$ cat src/rtl/brg_pkg.sv
package brg_pkg;

  // synchronised asynchronous reset reasons, all active high
  typedef struct packed {
    logic sys;
    logic btn;
    logic gnt;
  } brg_src_t;

  function automatic int unsigned brg_bits(input int unsigned n);
    return (n < 2) ? 1 : $clog2(n);
  endfunction

endpackage

$ cat src/rtl/brg_sync.sv
module brg_sync #(
  parameter int unsigned WIDTH = 1
) (
  input  logic             clk,
  input  logic             rst,
  input  logic [WIDTH-1:0] d_i,
  output logic [WIDTH-1:0] q_o
);

  for (genvar g = 0; g < WIDTH; g++) begin : g_bit
    logic s1_q, s2_q;
    always_ff @(posedge clk) begin
      if (rst) begin
        s1_q <= 1'b0;
        s2_q <= 1'b0;
      end else begin
        s1_q <= d_i[g];
        s2_q <= s1_q;
      end
    end
    assign q_o[g] = s2_q;
  end

endmodule

$ cat src/rtl/brg_wdog.sv
module brg_wdog #(
  parameter int unsigned CLK_PER_MS = 125000,
  parameter int unsigned WD_MS      = 2000
) (
  input  logic clk,
  input  logic rst,
  input  logic en_i,
  input  logic clr_i,
  output logic expire_o
);
  import brg_pkg::*;

  localparam int unsigned PRE_W = brg_bits(CLK_PER_MS);
  localparam int unsigned MS_W  = brg_bits(WD_MS);
  localparam logic [PRE_W-1:0] PRE_MAX = PRE_W'(CLK_PER_MS - 1);
  localparam logic [MS_W-1:0]  MS_MAX  = MS_W'(WD_MS - 1);

  logic             clr_q;
  logic [PRE_W-1:0] pre_q;
  logic [MS_W-1:0]  ms_q;
  logic             kick, tick;

  assign kick = clr_i & ~clr_q;
  assign tick = en_i & (pre_q == PRE_MAX);

  always_ff @(posedge clk) begin
    if (rst) begin
      clr_q    <= clr_i;
      pre_q    <= '0;
      ms_q     <= '0;
      expire_o <= 1'b0;
    end else begin
      clr_q    <= clr_i;
      expire_o <= 1'b0;
      if (kick || !en_i) begin
        pre_q <= '0;
        ms_q  <= '0;
      end else if (tick) begin
        pre_q <= '0;
        if (ms_q == MS_MAX) begin
          ms_q     <= '0;
          expire_o <= 1'b1;
        end else begin
          ms_q <= ms_q + 1'b1;
        end
      end else begin
        pre_q <= pre_q + 1'b1;
      end
    end
  end

  // a restart edge never yields an expiry in the following cycle
  a_r10_kick_wins: assert property (@(posedge clk) disable iff (rst)
    kick |=> !expire_o);
  // a disabled watchdog never expires
  a_r9_disabled_quiet: assert property (@(posedge clk) disable iff (rst)
    !en_i |=> !expire_o);
  // expiry is a single-cycle pulse
  a_r7_single_pulse: assert property (@(posedge clk) disable iff (rst)
    expire_o |=> !expire_o);

endmodule

$ cat src/rtl/brg_stretch.sv
module brg_stretch #(
  parameter int unsigned HOLD_CLKS = 64
) (
  input  logic clk,
  input  logic rst,
  input  logic trig_i,
  output logic lrst_n_o
);
  import brg_pkg::*;

  localparam int unsigned HW = brg_bits(HOLD_CLKS);
  localparam logic [HW-1:0] RELOAD = HW'(HOLD_CLKS - 1);

  logic [HW-1:0] cnt_q;

  always_ff @(posedge clk) begin
    if (rst || trig_i) begin
      cnt_q    <= RELOAD;
      lrst_n_o <= 1'b0;
    end else begin
      lrst_n_o <= (cnt_q == '0);
      if (cnt_q != '0) cnt_q <= cnt_q - 1'b1;
    end
  end

  // any reason pulls the output low on the next edge
  a_r6_trig_low: assert property (@(posedge clk) disable iff (rst)
    trig_i |=> !lrst_n_o);
  // release never follows a cycle with an active reason
  a_r6_clean_release: assert property (@(posedge clk) disable iff (rst)
    $rose(lrst_n_o) |-> !$past(trig_i));
  // a pulse is never shorter than two clocks
  a_r6_min_width: assert property (@(posedge clk) disable iff (rst)
    $fell(lrst_n_o) |=> !lrst_n_o);

endmodule

$ cat src/rtl/brg_local_reset.sv
module brg_local_reset #(
  parameter int unsigned CLK_HZ    = 125000000,
  parameter int unsigned WD_MS     = 2000,
  parameter int unsigned HOLD_CLKS = 64
) (
  input  logic clk,
  input  logic rst,
  input  logic sys_rst_n_i,
  input  logic button_i,
  input  logic bus_grant_n_i,
  input  logic sys_ctrl_i,
  input  logic sw_rst_wr_i,
  input  logic wd_en_i,
  input  logic wd_clr_i,
  output logic lrst_n_o,
  output logic sw_rst_o
);
  import brg_pkg::*;

  localparam int unsigned CLK_PER_MS = CLK_HZ / 1000;

  brg_src_t raw, src;
  logic     sw_q;
  logic     wd_exp;
  logic     trig;

  assign raw = '{sys: ~sys_rst_n_i, btn: button_i, gnt: ~bus_grant_n_i};

  brg_sync #(.WIDTH($bits(brg_src_t))) u_sync (
    .clk (clk),
    .rst (rst),
    .d_i (raw),
    .q_o (src)
  );

  brg_wdog #(.CLK_PER_MS(CLK_PER_MS), .WD_MS(WD_MS)) u_wdog (
    .clk      (clk),
    .rst      (rst),
    .en_i     (wd_en_i),
    .clr_i    (wd_clr_i),
    .expire_o (wd_exp)
  );

  // software reset bit: clearing while local reset is low beats a write
  always_ff @(posedge clk) begin
    if (rst || !lrst_n_o) sw_q <= 1'b0;
    else if (sw_rst_wr_i) sw_q <= 1'b1;
  end
  assign sw_rst_o = sw_q;

  assign trig = src.sys | src.btn | (sys_ctrl_i & src.gnt) | sw_q | wd_exp;

  brg_stretch #(.HOLD_CLKS(HOLD_CLKS)) u_stretch (
    .clk      (clk),
    .rst      (rst),
    .trig_i   (trig),
    .lrst_n_o (lrst_n_o)
  );

  // power-on reset holds local reset low
  a_r1_por_low: assert property (@(posedge clk)
    rst |=> !lrst_n_o);
  // the software bit is gone one edge after local reset is seen low
  a_r5_self_clear: assert property (@(posedge clk) disable iff (rst)
    !lrst_n_o |=> !sw_rst_o);
  // a synchronised system reset pulls local reset low
  a_r2_sys_low: assert property (@(posedge clk) disable iff (rst)
    src.sys |=> !lrst_n_o);
  // a grant-in counts only for a system controller
  a_r4_gnt_ctrl: assert property (@(posedge clk) disable iff (rst)
    (src.gnt && sys_ctrl_i) |=> !lrst_n_o);

endmodule

$ cat config.mk
export PLATFORM = sky130hd
export DESIGN_NAME = brg_local_reset
export DESIGN_NICKNAME = d
export VERILOG_FILES = /design/src/rtl/brg_pkg.sv /design/src/rtl/brg_sync.sv /design/src/rtl/brg_wdog.sv /design/src/rtl/brg_stretch.sv /design/src/rtl/brg_local_reset.sv
export SDC_FILE = /design/constraint.sdc
export NUM_CORES = 1
export LEC_CHECK = 0
export BUFFER_PORTS_ARGS = -buffer_cell sky130_fd_sc_hd__buf_2
export CAP_MARGIN = 25
export CORE_MARGIN = 2
export CORE_UTILIZATION = 46
export DETAILED_ROUTE_END_ITERATION = 12
export PLACE_DENSITY = 0.72
export SLEW_MARGIN = 5
export SYNTH_ARGS = -nofsm -noshare
export SYNTH_HDL_FRONTEND = slang
export SYNTH_SLANG_ARGS = --single-unit
$ cat constraint.sdc
create_clock -name clk -period 4.7 [get_ports clk]
set_input_delay 0.94 -clock clk [delete_from_list [all_inputs] [get_ports clk]]
set_output_delay 0.94 -clock clk [all_outputs]
set_load 0.03 [all_outputs]
; ---- Yosys cells after proc, flatten, opt, wreduce, memory -nomap -nowiden
; Index checks and enable logic that the tools add are counted.
[classes]
n_bitwise = 11
n_eq_ne = 2
reduce_logical = 10
muxes = 2
add_sub_neg = 3
[ops]
columns = op, n
row1 = $add A17 B1 Y17 const B, 1
row2 = $eq A17 B17 Y1 const B, 1
row3 = $add A11 B1 Y11 const B, 1
row4 = $eq A11 B11 Y1 const B, 1
row5 = $mux W11, 1
row6 = $logic_not A6 Y1, 1
row7 = $reduce_bool A6 Y1, 1
row8 = $reduce_or A3 Y1, 2
row9 = $sub A6 B1 Y6 const B, 1
row10 = $not A1 Y1, 4
row11 = $or A1 B1 Y1, 4
row12 = $and A1 B1 Y1, 3
row13 = $logic_or A1 B1 Y1, 3
row14 = $logic_not A1 Y1, 2
row15 = $reduce_or A2 Y1, 1
row16 = $mux W1, 1
[totals]
in_bits = 9
wordCells = 41
ff_bits = 44

; ---- Longest topological paths before layout
; Gate-level depths: netlist of run 1.
[depth]
word_depth = 5
mapped_depth = 7

; ---- Cells and area by module
; From an unflattened synthesis of run 1, not the netlist that was laid out.
[hier_totals]
cells_unflattened = 234
hier_area_um2 = 2074.5
[by_module_without_submodules]
columns = module, n_inst, seq_area_each_um2, cells_per_inst, area_each_um2
row1 = brg_wdog, 1, 600.6, 177, 1521.5
row2 = brg_stretch, 1, 140.1, 34, 320.3
row3 = brg_sync, 1, 120.1, 15, 180.2
row4 = brg_local_reset, 1, 20.0, 8, 52.6

; ---- Worst setup path before layout of run 1
; OpenSTA, ideal clock, no wires.
[synth_path]
path_kind = input to register
startpoint = in rst
endpoint = reg u_wdog.pre_q[10]
t_required_ns = 4.583
setup_ns = 0.117
cell_stages = 6
arrival_ns = 1.943
slack_ns = 2.640
path_buffers = 3
cell_sequence = clkbuf_1 and3b_1 clkbuf_1 nand2_1 buf_2 nor2_1
[synth_between]
elab_chain_cells = 1
[synth_lines]
columns = item, line_no
row1 = from (decl), brg_local_reset.sv:7  ; input logic rst,
row2 = $reduce_or A3 Y1 (no line), --
row3 = to (signal assigned), brg_wdog.sv:47  ; pre_q <= pre_q + 1'b1;
row4 = to (decl), brg_wdog.sv:19  ; logic [PRE_W-1:0] pre_q;
; No other way between the ends.
; A chain may end at the register's enable or synchronous reset.

; ---- Worst setup path in the final report of run 1
[layout_path]
startpoint = in sys_ctrl_i
endpoint = reg u_stretch.cnt_q[2]
[layout_between]
elab_chain_cells = 5
[layout_lines]
columns = item, line_no
row1 = from (decl), brg_local_reset.sv:11  ; input logic sys_ctrl_i,
row2 = $and A1 B1 Y1, brg_local_reset.sv:51  ; assign trig = src.sys | src.btn | (sys_ctrl_i & src.gnt) | sw_q | wd_exp;
row3 = $or A1 B1 Y1 (3 in a row), brg_local_reset.sv:51
row4 = $logic_or A1 B1 Y1, brg_stretch.sv:17  ; if (rst || trig_i) begin
row5 = to (signal assigned), brg_stretch.sv:22  ; if (cnt_q != '0) cnt_q <= cnt_q - 1'b1;
row6 = to (decl), brg_stretch.sv:14  ; logic [HW-1:0] cnt_q;
; No other way between the ends.

==> results of run 1 <==
kinds of logic (layout without fill, tap and decap cells):
logic type / Yosys count / count (layout) / share of synthesized area, %
buffers and inverters: 14 / 24 / 3.395
multiplexers: 1 / 1 / 0.5765
flip-flops: 44 / 44 / 45.10
AND/OR/NAND/NOR: 110 / 110 / 31.97
XOR/XNOR: 17 / 17 / 7.623
AO/OA/AOI/OAI: 29 / 29 / 9.417
adder cells (fa/ha/maj): 3 / 3 / 1.922
layer usage:
| metal | part of all wire, % | wire, um | track usage (%) | vias to the layer above |
|---|---|---|---|---|
| met5 | 0 | 0 | 0 | - |
| met4 | 2.1 | 70 | 7.407 | 0 |
| met3 | 3.5 | 117 | 3.363 | 7 |
| met2 | 44 | 1475 | 22.44 | 24 |
| met1 | 50 | 1675 | 20.02 | 686 |
| li1 | - | - | - | 791 |
layout make-up:
cell class	instances	area (um^2)
multi-input cells	160	1006
clock inverters	3	46.29
clock buffers	5	68.82
well taps	50	62.56
repair buffers	11	57.56
flip-flops and latches	44	880.8
fillers	377	1917
inverters	5	18.77
path summary, 6_finish.rpt:
| path | from | end | slack (ns) |
|---|---|---|---|
| max | sys_ctrl_i | u_stretch.cnt_q[2]$_SDFFE_PP1N_ | 2.61 |
| min | u_sync.g_bit[2].s1_q$_SDFF_PP0_ | u_sync.g_bit[2].s2_q$_SDFF_PP0_ | 0.44 |
| min reg2reg | u_sync.g_bit[2].s1_q$_SDFF_PP0_ | u_sync.g_bit[2].s2_q$_SDFF_PP0_ | 0.44 |
| max reg2reg | u_wdog.ms_q[0]$_SDFFE_PP0P_ | u_wdog.ms_q[8]$_SDFFE_PP0P_ | 2.92 |
cell usage in the layout (no fill, tap or decap), types with 2 or more instances in the layout:
master and n:
xor2_1 6, o21ai_0 9, nor2b_1 5, dfxtp_1 44
nand2b_1 3, nand2_1 17, o31ai_1 2, or3_1 3
nand3_1 11, or4_1 5, nand3_2 2, buf_2 10
and3_1 3, xnor2_1 11, nor3b_1 2, a21oi_1 9
nor2_1 30, nand4_1 6, clkbuf_8 5, ha_1 3
and4_1 2, o211ai_1 4, nand3b_1 2, inv_1 5
nor4_1 3, nor3_1 6
state kept, by name (all words and copies together), names as in the netlist:
| register | cells |
|---|---|
| u_wdog.pre_q | 17 |
| u_stretch.lrst_n_o | 1 |
| u_wdog.ms_q | 11 |
| u_sync.g_bit.s1_q | 3 |
| sw_rst_o | 1 |
| u_stretch.cnt_q | 6 |
| u_wdog.clr_q | 1 |
| u_wdog.expire_o | 1 |
| u_sync.g_bit.s2_q | 3 |
synth_stat cells, types with 6 or more instances:
cell	count
dfxtp_1	44
nand2_1	17
nand3_1	11
xor2_1	6
xnor2_1	11
nand4_1	6
a21oi_1	9
o21ai_0	9
nor3_1	6
nor2_1	30
where the power goes:
group	switching, mW	internal, mW	total [mW]
registers	0.00221	0.378	0.380
logic	0.0127	0.00850	0.0212
clock network	0.133	0.160	0.293
total	0.148	0.546	0.694
through the flow:
stage                     instance area (um^2)  instances  hold WS [ns]
final                                     2141        278        0.4416
after global routing                      2141        278        0.4633
after CTS                                 2141        278        0.4490
after detailed placement                  2026        270        0.4295
after global placement                    2026        270        0.4174
after floorplan                           1953        218        0.4138
==> reports/metrics.cfg, run 1 <==
[status]
status=finished clean

[worst_hold_path]
min_path_type=register to register
hold_depth=1

[clock_tree]
root_buffer=clkbuf_8
cts_buffers=5
clk_pin_slew_ns=0.08
tritoncts=yes
post-cts-setup-buffers=0
insertion_delay_ns=0.30
cts.hold.buffers_added=0
clockBufferDepth=2
cts-resized-gates=0
cts.sinks=44
h-tree-depth=2

[floorplan]
die_w_um=69.16
ioPinCount=11
rows=23
die_h_um=69.16
initial_core_util_pct=48.13
core-area_mm2=0.004058
die-area_mm2=0.004783

[synth]
yosysWarnings=0
synth_area_per_cell_um2=8.959
synth.distinct_cells=43
netlist.area_leader.share_pct=45.10
synth_area_leaders=dfxtp_1 (45%), nor2_1 (5.8%), xnor2_1 (4.9%)
synth-async-reset-ratio_pct=0
synth-main-ff-cell=dfxtp_1
syn-instance-count=218
yosysTopAreaCell=dfxtp_1
synth_fp_nets=230
ys_seq_elements=44
yosysSeqAreaShare_pct=45.10
synth_edf_count=0
synth_area_mm2=0.001953

[grt]
antenna_found_initial=0
grt_pass1_wl_mm=5.865
grt_pass1_vias=1368
globalRouteOverflowTotal=0
grt_start_max_net_pins=16
grt_use_total_pct=14.89

[critical_path]
crit_cells=4
r2r_cells=5
crit_path_end_kind=register
worstPathMaxFanout=7
cp_top_family=simple AND/OR/NAND/NOR gates
required_ns=4.84
worstSetupPathType=input port to register
critical_path.slowest_cell=nor4_1
crit_chain=buf_2, a211o_1, nor4_1, o21ai_0
critPathLaunchType=input port
cp.arrival_ns=2.23
cpPeakStageDelay_ns=0.73
cp.buffers_inverters=1

[placement]
pre_cts_slack_ns=2.256
port_buffers=10
hpwl_mm=2.417
globalplace.congestion=0.7600

[sta]
tightest_slew_ns=0.9608
hold_viol=0
fin_setup_tns_ns=0
finalWorstSetupSlack_ns=2.610
setup_viol=0
relSlewSlack_pct=35.35
clock.fmax_mhz=478.4
finalCriticalPeriod_ns=2.090
fin_crit_sh_pct=44.47
fin_skew_ns=0.008391
slew_viol_final=0
rsz0062_at_grt=false

[cells_and_area]
nets=239
diodes=0
drive_gt1_share_pct=12.72
fin_util_pct=52.76
area_growth_pct=9.609

[drt]
routed_wl_mm=3.339
num_vias=1508
drc_errors=0
antenna_left=0
vias_per_cell=5.424
dr.pass1.iters=4
dr.first_iter.drc_count=55
wl_per_cell_um=12.01

[run]
max_cap_viol_count=0

[power]
peakVddDrop_v=0.0001318
power_per_cell_area_mw_per_mm2=324.1
total_power_mw=0.6938
leakagePower_nw=0.7057

No activity file was read; power rests on OpenSTA's default activity.
==> run 2: changes to the inputs <==
--- a/config.mk
+++ b/config.mk
@@ -5,12 +5,13 @@
 export SDC_FILE = /design/constraint.sdc
 export NUM_CORES = 1
 export LEC_CHECK = 0
+export ABC_AREA = 1
 export BUFFER_PORTS_ARGS = -buffer_cell sky130_fd_sc_hd__buf_2
 export CAP_MARGIN = 25
 export CORE_MARGIN = 2
 export CORE_UTILIZATION = 46
 export DETAILED_ROUTE_END_ITERATION = 12
-export PLACE_DENSITY = 0.72
+export PLACE_DENSITY = 0.74
 export SLEW_MARGIN = 5
 export SYNTH_ARGS = -nofsm -noshare
 export SYNTH_HDL_FRONTEND = slang
==> constraint.sdc (replaced) <==
create_clock -name clk -period 1.91 [get_ports clk]
set_input_delay 0.382 -clock clk [delete_from_list [all_inputs] [get_ports clk]]
set_output_delay 0.382 -clock clk [all_outputs]
set_load 0.03 [all_outputs]
==> run 2 against run 1 <==
Compared with the run above: design area rose by 12%; total power rose by 130%; clock-buffer cell count rose by 1; highest routed layer unchanged; clock skew rose by 0.0026 ns; utilization fell by 1.4 points; via count rose by 32%.
==> reports/metrics.cfg, run 2 <==
[clock_tree]
cts-resized-gates=0  ; unchanged
post-cts-setup-buffers=0  ; unchanged
root_buffer=clkbuf_8
clk_pin_slew_ns=0.09  ; about the same
cts_buffers=5  ; unchanged
insertion_delay_ns=0.30  ; about the same
cts.hold.buffers_added=0  ; unchanged
cts.sinks=44  ; unchanged
tritoncts=yes
h-tree-depth=2  ; unchanged
clockBufferDepth=2  ; unchanged

[synth]
yosys-top-cells-count=nand2_1 (82), nor2_1 (63), dfxtp_1 (44)
yosysTopAreaCell=dfxtp_1
ys_seq_elements=44  ; unchanged
yosysSeqAreaShare_pct=40.37  ; -4.7 points
synth.distinct_cells=27  ; -37%
synth_fp_nets=336  ; +46%
syn-instance-count=324  ; +49%
synth_area_mm2=0.002182  ; +12%
synth.most_common_cell=nand2_1
netlist.area_leader.share_pct=40.37  ; -4.7 points
synth-main-ff-cell=dfxtp_1
yosysWarnings=0  ; unchanged
synth-async-reset-ratio_pct=0  ; unchanged
synth_area_per_cell_um2=6.735  ; -25%
synth_area_leaders=dfxtp_1 (40%), nand2_1 (14%), nor2_1 (11%)
synth_edf_count=0  ; unchanged

[floorplan]
die_w_um=72.88  ; +5.4%
ioPinCount=11  ; unchanged
die_h_um=72.88  ; +5.4%
initial_core_util_pct=46.82  ; -1.3 points
die-area_mm2=0.005311  ; +11%
core-area_mm2=0.004661  ; +15%
rows=25  ; +8.7%

[cells_and_area]
reg_top3=u_wdog.pre_q x17, u_wdog.ms_q x11, u_stretch.cnt_q x6
diodes=0  ; unchanged
finalNonFillerCells=396  ; +42%
area_growth_pct=9.805
largest_reg_flops=17  ; unchanged
final_common_cell=nand2_1
nets=353  ; +48%
drive_gt1_share_pct=10.82  ; -1.9 points
regMostFlops=u_wdog.pre_q
nFillCells=479  ; +27%
final_cell_mix=nand2_1 (82), nor2_1 (63), dfxtp_1 (44)

[sta]
clock.fmax_mhz=594.7
rsz0062_at_grt=false
fin_setup_tns_ns=0  ; unchanged
fin_skew_ns=0.01103  ; +0.002635 ns
relSlewSlack_pct=67.43  ; +32 points
finalCriticalPeriod_ns=1.681
fin_crit_sh_pct=88.03
tightest_slew_ns=0.4867  ; -0.4741 ns
hold_viol=0  ; unchanged
slew_viol_final=0  ; unchanged
setup_viol=0  ; unchanged

[worst_hold_path]
min_path_type=input port to register
hold_depth=1  ; unchanged

[grt]
use_met1_pct=21.48  ; +1.5 points
grt_start_max_net_pins=15  ; -1
grtUsageMet2_pct=27.98  ; +5.5 points
busiest_layer=met2
grt_use_total_pct=16.88  ; +2.0 points
grt_pass1_vias=1726  ; +26%
grt_pass1_wl_mm=7.127  ; +22%
antenna_found_initial=0  ; unchanged
globalRouteOverflowTotal=0  ; unchanged
grtUsageMet3_pct=4.144  ; +0.78 points

[status]
status=finished clean

[power]
peakVddDrop_v=0.0004990  ; +280%
internal_power_mw=1.246  ; +130%
power_switching_mw=0.3699  ; +150%
p_clk_share_pct=38.2  ; -4.0 points
comb_power_share_pct=3.9  ; +0.8 points
swShare_pct=22.88  ; +1.6 points
power_per_cell_area_mw_per_mm2=674.6  ; +110%
seqPwrFrac_pct=57.9  ; +3.1 points
leakagePower_nw=0.9023  ; +28%

[placement]
hpwl_mm=3.070  ; +27%
dpl.cell_count=388  ; +44%
port_buffers=10  ; unchanged
globalplace.congestion=0.8481  ; +12%

[drt]
vias_per_cell=5.015  ; -7.5%
routed_wl_mm=4.137  ; +24%
dr.first_iter.drc_count=122  ; +120%
wl_per_cell_um=10.45  ; -13%
dr.pass1.iters=5  ; +1
drc_errors=0  ; unchanged
num_vias=1986  ; +32%
antenna_left=0  ; unchanged

[run]
max_cap_viol_count=0  ; unchanged

[critical_path]
cp.arrival_ns=1.93  ; -0.30 ns
worstPathMaxFanout=13  ; +6
crit_path_end_kind=register
r2r_cells=11  ; +6
critPathLaunchType=register
worstSetupPathType=register to register
required_ns=2.16  ; -2.68 ns

run 2: cell families after synthesis:
family          after synthesis  synth area share (%)
simple gates                193                 39.91
buf+inv                      46                 8.429
xor+xnor                      5                 2.007
fa+ha+maj                     3                 1.720
compound gates               33                 7.569
flops                        44                 40.37
run 2: per-stage QoR:
stage               utilization (%)  power [mW]  worst slack, ns  area, um^2  hold WS, ns
CTS                           51.41       1.634           0.2308        2396       0.1917
floorplan                         -      0.9990           0.4784        2182       0.3883
detailed placement            49.32       1.021           0.2474        2298       0.3985
finish                        51.41       1.616           0.2286        2396       0.1923
global route                  51.41       1.691          0.02469        2396       0.1779
global placement              49.32       1.019           0.2576        2298       0.3902
run 2: layer usage:
metal,share of wire (%),vias to the layer above
li1,-,1046
met1,49,906
met2,47,30
met3,2.9,4
met4,1.1,0
met5,0,-
run 2: worst paths after layout:
check	from	to	slack, ns
setup / recovery	u_wdog.pre_q[0]$_SDFF_PP0_	u_wdog.ms_q[3]$_SDFFE_PP0P_	0.23
hold / removal	wd_clr_i	u_wdog.clr_q$_DFF_P_	0.19
setup reg to reg	u_wdog.pre_q[0]$_SDFF_PP0_	u_wdog.ms_q[3]$_SDFFE_PP0P_	0.23
hold reg to reg	u_sync.g_bit[1].s1_q$_SDFF_PP0_	u_sync.g_bit[1].s2_q$_SDFF_PP0_	0.41
run 2: critical path: stages (launching register included):
cell,delay [ns]
dfxtp_1,0.37
ha_1,0.28
nand2_2,0.10
inv_1,0.08
nand2_1,0.05
nor2_1,0.09
nand2_1,0.11
nor2_4,0.26
nand2_1,0.08
nand2_1,0.07
nand2_1,0.04
nor2_1,0.08
run 2: area by class of cell:
type                            instances  area (um^2)  share of cell area (%)
Inverter                               44        167.7                   6.997
Clock buffer                            6        82.58                   3.446
Tap cell                               54        67.56                   2.820
Timing Repair Buffer                   12        65.06                   2.715
Multi-Input combinational cell        234         1117                   46.63
Sequential cell                        44        880.8                   36.76
Clock inverter                          2        15.01                  0.6266
run 2: power groups by stage:
stage / Sequential [mW] / Combinational, mW / Clock, mW
global route: 0.938 / 0.0721 / 0.682
floorplan: 0.956 / 0.0430 / 0
CTS: 0.936 / 0.0644 / 0.634
detailed placement: 0.957 / 0.0639 / 0
global placement: 0.957 / 0.0617 / 0
finish: 0.936 / 0.0630 / 0.618
==> run 3: changes to the inputs <==
--- a/config.mk
+++ b/config.mk
@@ -9,9 +9,10 @@
 export BUFFER_PORTS_ARGS = -buffer_cell sky130_fd_sc_hd__buf_2
 export CAP_MARGIN = 25
 export CORE_MARGIN = 2
-export CORE_UTILIZATION = 46
+export CORE_UTILIZATION = 35
+export CTS_BUF_LIST = sky130_fd_sc_hd__clkbuf_2
 export DETAILED_ROUTE_END_ITERATION = 12
-export PLACE_DENSITY = 0.74
+export PLACE_DENSITY = 0.61
 export SLEW_MARGIN = 5
 export SYNTH_ARGS = -nofsm -noshare
 export SYNTH_HDL_FRONTEND = slang
==> run 3 against run 2 <==
Compared with the run above: clock skew increased by 0.0029 ns; non-clock buffer count increased by 1; routed wire length increased by 3.6%; highest routed layer unchanged; largest power group unchanged; critical path type unchanged.
==> reports/metrics.cfg, run 3 (synthesis results as in run 2) <==
[status]
status=finished clean

[grt]
grt_pass1_vias=1833  ; +6.2%
grt_start_max_net_pins=15  ; unchanged
grt_use_total_pct=13.30  ; -3.6 points
grtUsageMet3_pct=3.380  ; -0.76 points
grt_pass1_wl_mm=7.748  ; +8.7%
globalRouteOverflowTotal=0  ; unchanged
antenna_found_initial=0  ; unchanged
grtUsageMet2_pct=20.53  ; -7.5 points
busiest_layer=met2
use_met1_pct=18.10  ; -3.4 points

[clock_tree]
tritoncts=yes
cts.hold.buffers_added=0  ; unchanged
cts-resized-gates=0  ; unchanged
clk_pin_slew_ns=0.23  ; +0.14 ns
insertion_delay_ns=0.41  ; +0.11 ns
cts_buffers=5  ; unchanged
h-tree-depth=2  ; unchanged
post-cts-setup-buffers=0  ; unchanged
clockBufferDepth=2  ; unchanged
cts.sinks=44  ; unchanged
root_buffer=clkbuf_2

[drt]
drc_errors=0  ; unchanged
vias_per_cell=4.612  ; -8.0%
wl_per_cell_um=10.26  ; -1.8%
dr.first_iter.drc_count=106  ; -13%
routed_wl_mm=4.288  ; +3.6%
antenna_left=0  ; unchanged
num_vias=1928  ; -2.9%
dr.pass1.iters=4  ; -1

[sta]
fin_crit_sh_pct=86.26  ; -1.8 points
setup_viol=0  ; unchanged
fin_skew_ns=0.01388  ; +0.002850 ns
tightest_slew_ns=0.4462  ; -0.04051 ns
clock.fmax_mhz=606.9  ; +2.1%
rsz0062_at_grt=false
hold_viol=0  ; unchanged
fin_setup_tns_ns=0  ; unchanged
relSlewSlack_pct=70.14  ; +2.7 points
finalCriticalPeriod_ns=1.648  ; -0.03379 ns
slew_viol_final=0  ; unchanged

[critical_path]
cp.arrival_ns=2.01  ; +0.08 ns
crit_path_end_kind=register
critPathLaunchType=register
worstSetupPathType=register to register
worstPathMaxFanout=13  ; unchanged
required_ns=2.27  ; +0.11 ns

[power]
power_per_cell_area_mw_per_mm2=589.6  ; -13%
peakVddDrop_v=0.0003639  ; -27%
leakagePower_nw=0.8867  ; -1.7%

[cells_and_area]
regMostFlops=u_wdog.pre_q
fin_util_pct=39.66  ; -12 points
largest_reg_flops=17  ; unchanged
nets=354  ; +0.28%
final_common_cell=nand2_1
seqCellArea_um2=880.8  ; unchanged
reg_top3=u_wdog.pre_q x17, u_wdog.ms_q x11, u_stretch.cnt_q x6
diodes=0  ; unchanged
nFillCells=638  ; +33%
drive_gt1_share_pct=10.79  ; -0.032 points
final_cell_mix=nand2_1 (82), nor2_1 (63), dfxtp_1 (44)
multiInputGateArea_mm2=0.001117  ; unchanged
area_growth_pct=8.888

[floorplan]
die-area_mm2=0.006882  ; +30%
rows=28  ; +12%
initial_core_util_pct=36.42  ; -10 points
die_w_um=82.96  ; +14%
die_h_um=82.96  ; +14%
ioPinCount=11  ; unchanged
core-area_mm2=0.005991  ; +29%

[placement]
port_buffers=10  ; unchanged
globalplace.congestion=0.8510  ; +0.34%
hpwl_mm=3.321  ; +8.2%

[run]
max_cap_viol_count=0  ; unchanged

[worst_hold_path]
min_path_type=input port to register

-- run 3: changes by cell type in the layout (fill, tap and decap cells not counted), sizes merged --
cell	previous run	this run
buf	12	13
clkbuf	6	5
clkinv	0	1
-- run 3: critical path, stage by stage (launching register included) --
cell and delay (ns):
dfxtp_1 0.40, ha_1 0.27, nand2_2 0.09, inv_1 0.08
nand2_1 0.05, nor2_1 0.09, nand2_1 0.10, nor2_4 0.25
nand3_1 0.13, a21oi_1 0.15
-- run 3: final cells by class --
type                            count  share of cell area (%)
Sequential cell                    44                   37.07
Tap cell                           75                   3.949
Clock inverter                      3                  0.7899
Clock buffer                        5                   1.053
Inverter                           44                   7.056
Multi-Input combinational cell    234                   47.02
Timing Repair Buffer               13                   3.054
-- run 3: worst paths after layout --
path	start	depth (start not counted)	to	slack, ns
setup / recovery	u_wdog.pre_q[0]$_SDFF_PP0_	9	u_wdog.ms_q[10]$_SDFFE_PP0P_	0.26
hold / removal	wd_clr_i	1	u_wdog.clr_q$_DFF_P_	0.06
setup reg to reg	u_wdog.pre_q[0]$_SDFF_PP0_	9	u_wdog.ms_q[10]$_SDFFE_PP0P_	0.26
hold reg to reg	u_sync.g_bit[0].s1_q$_SDFF_PP0_	2	u_sync.g_bit[0].s2_q$_SDFF_PP0_	0.43
-- run 3: per-layer routing --
metal	vias up	share of wire [%]
met5	-	0
met4	0	1.2
met3	5	4.2
met2	31	42
met1	840	53
li1	1052	-
-- run 3: where the power goes --
part	switching, mW	leakage, nW	internal [mW]
Combinational	0.0389	0.507	0.0252
Clock	0.312	0.0226	0.0846
Sequential	0.00605	0.357	0.934
Total	0.357	0.887	1.04
-- run 3: metrics by stage --
stage / hold WS, ns / total power, mW / setup slack, ns / area [um^2] / std cells
after floorplan: 0.3883 / 0.9990 / 0.4784 / 2182 / 324
after global placement: 0.3983 / 1.022 / 0.3167 / 2332 / 410
after detailed placement: 0.4011 / 1.023 / 0.2957 / 2332 / 410
after CTS: 0.03630 / 1.424 / 0.2654 / 2376 / 418
after global routing: 0.02967 / 1.464 / 0.08016 / 2376 / 418
final: 0.05806 / 1.401 / 0.2624 / 2376 / 418
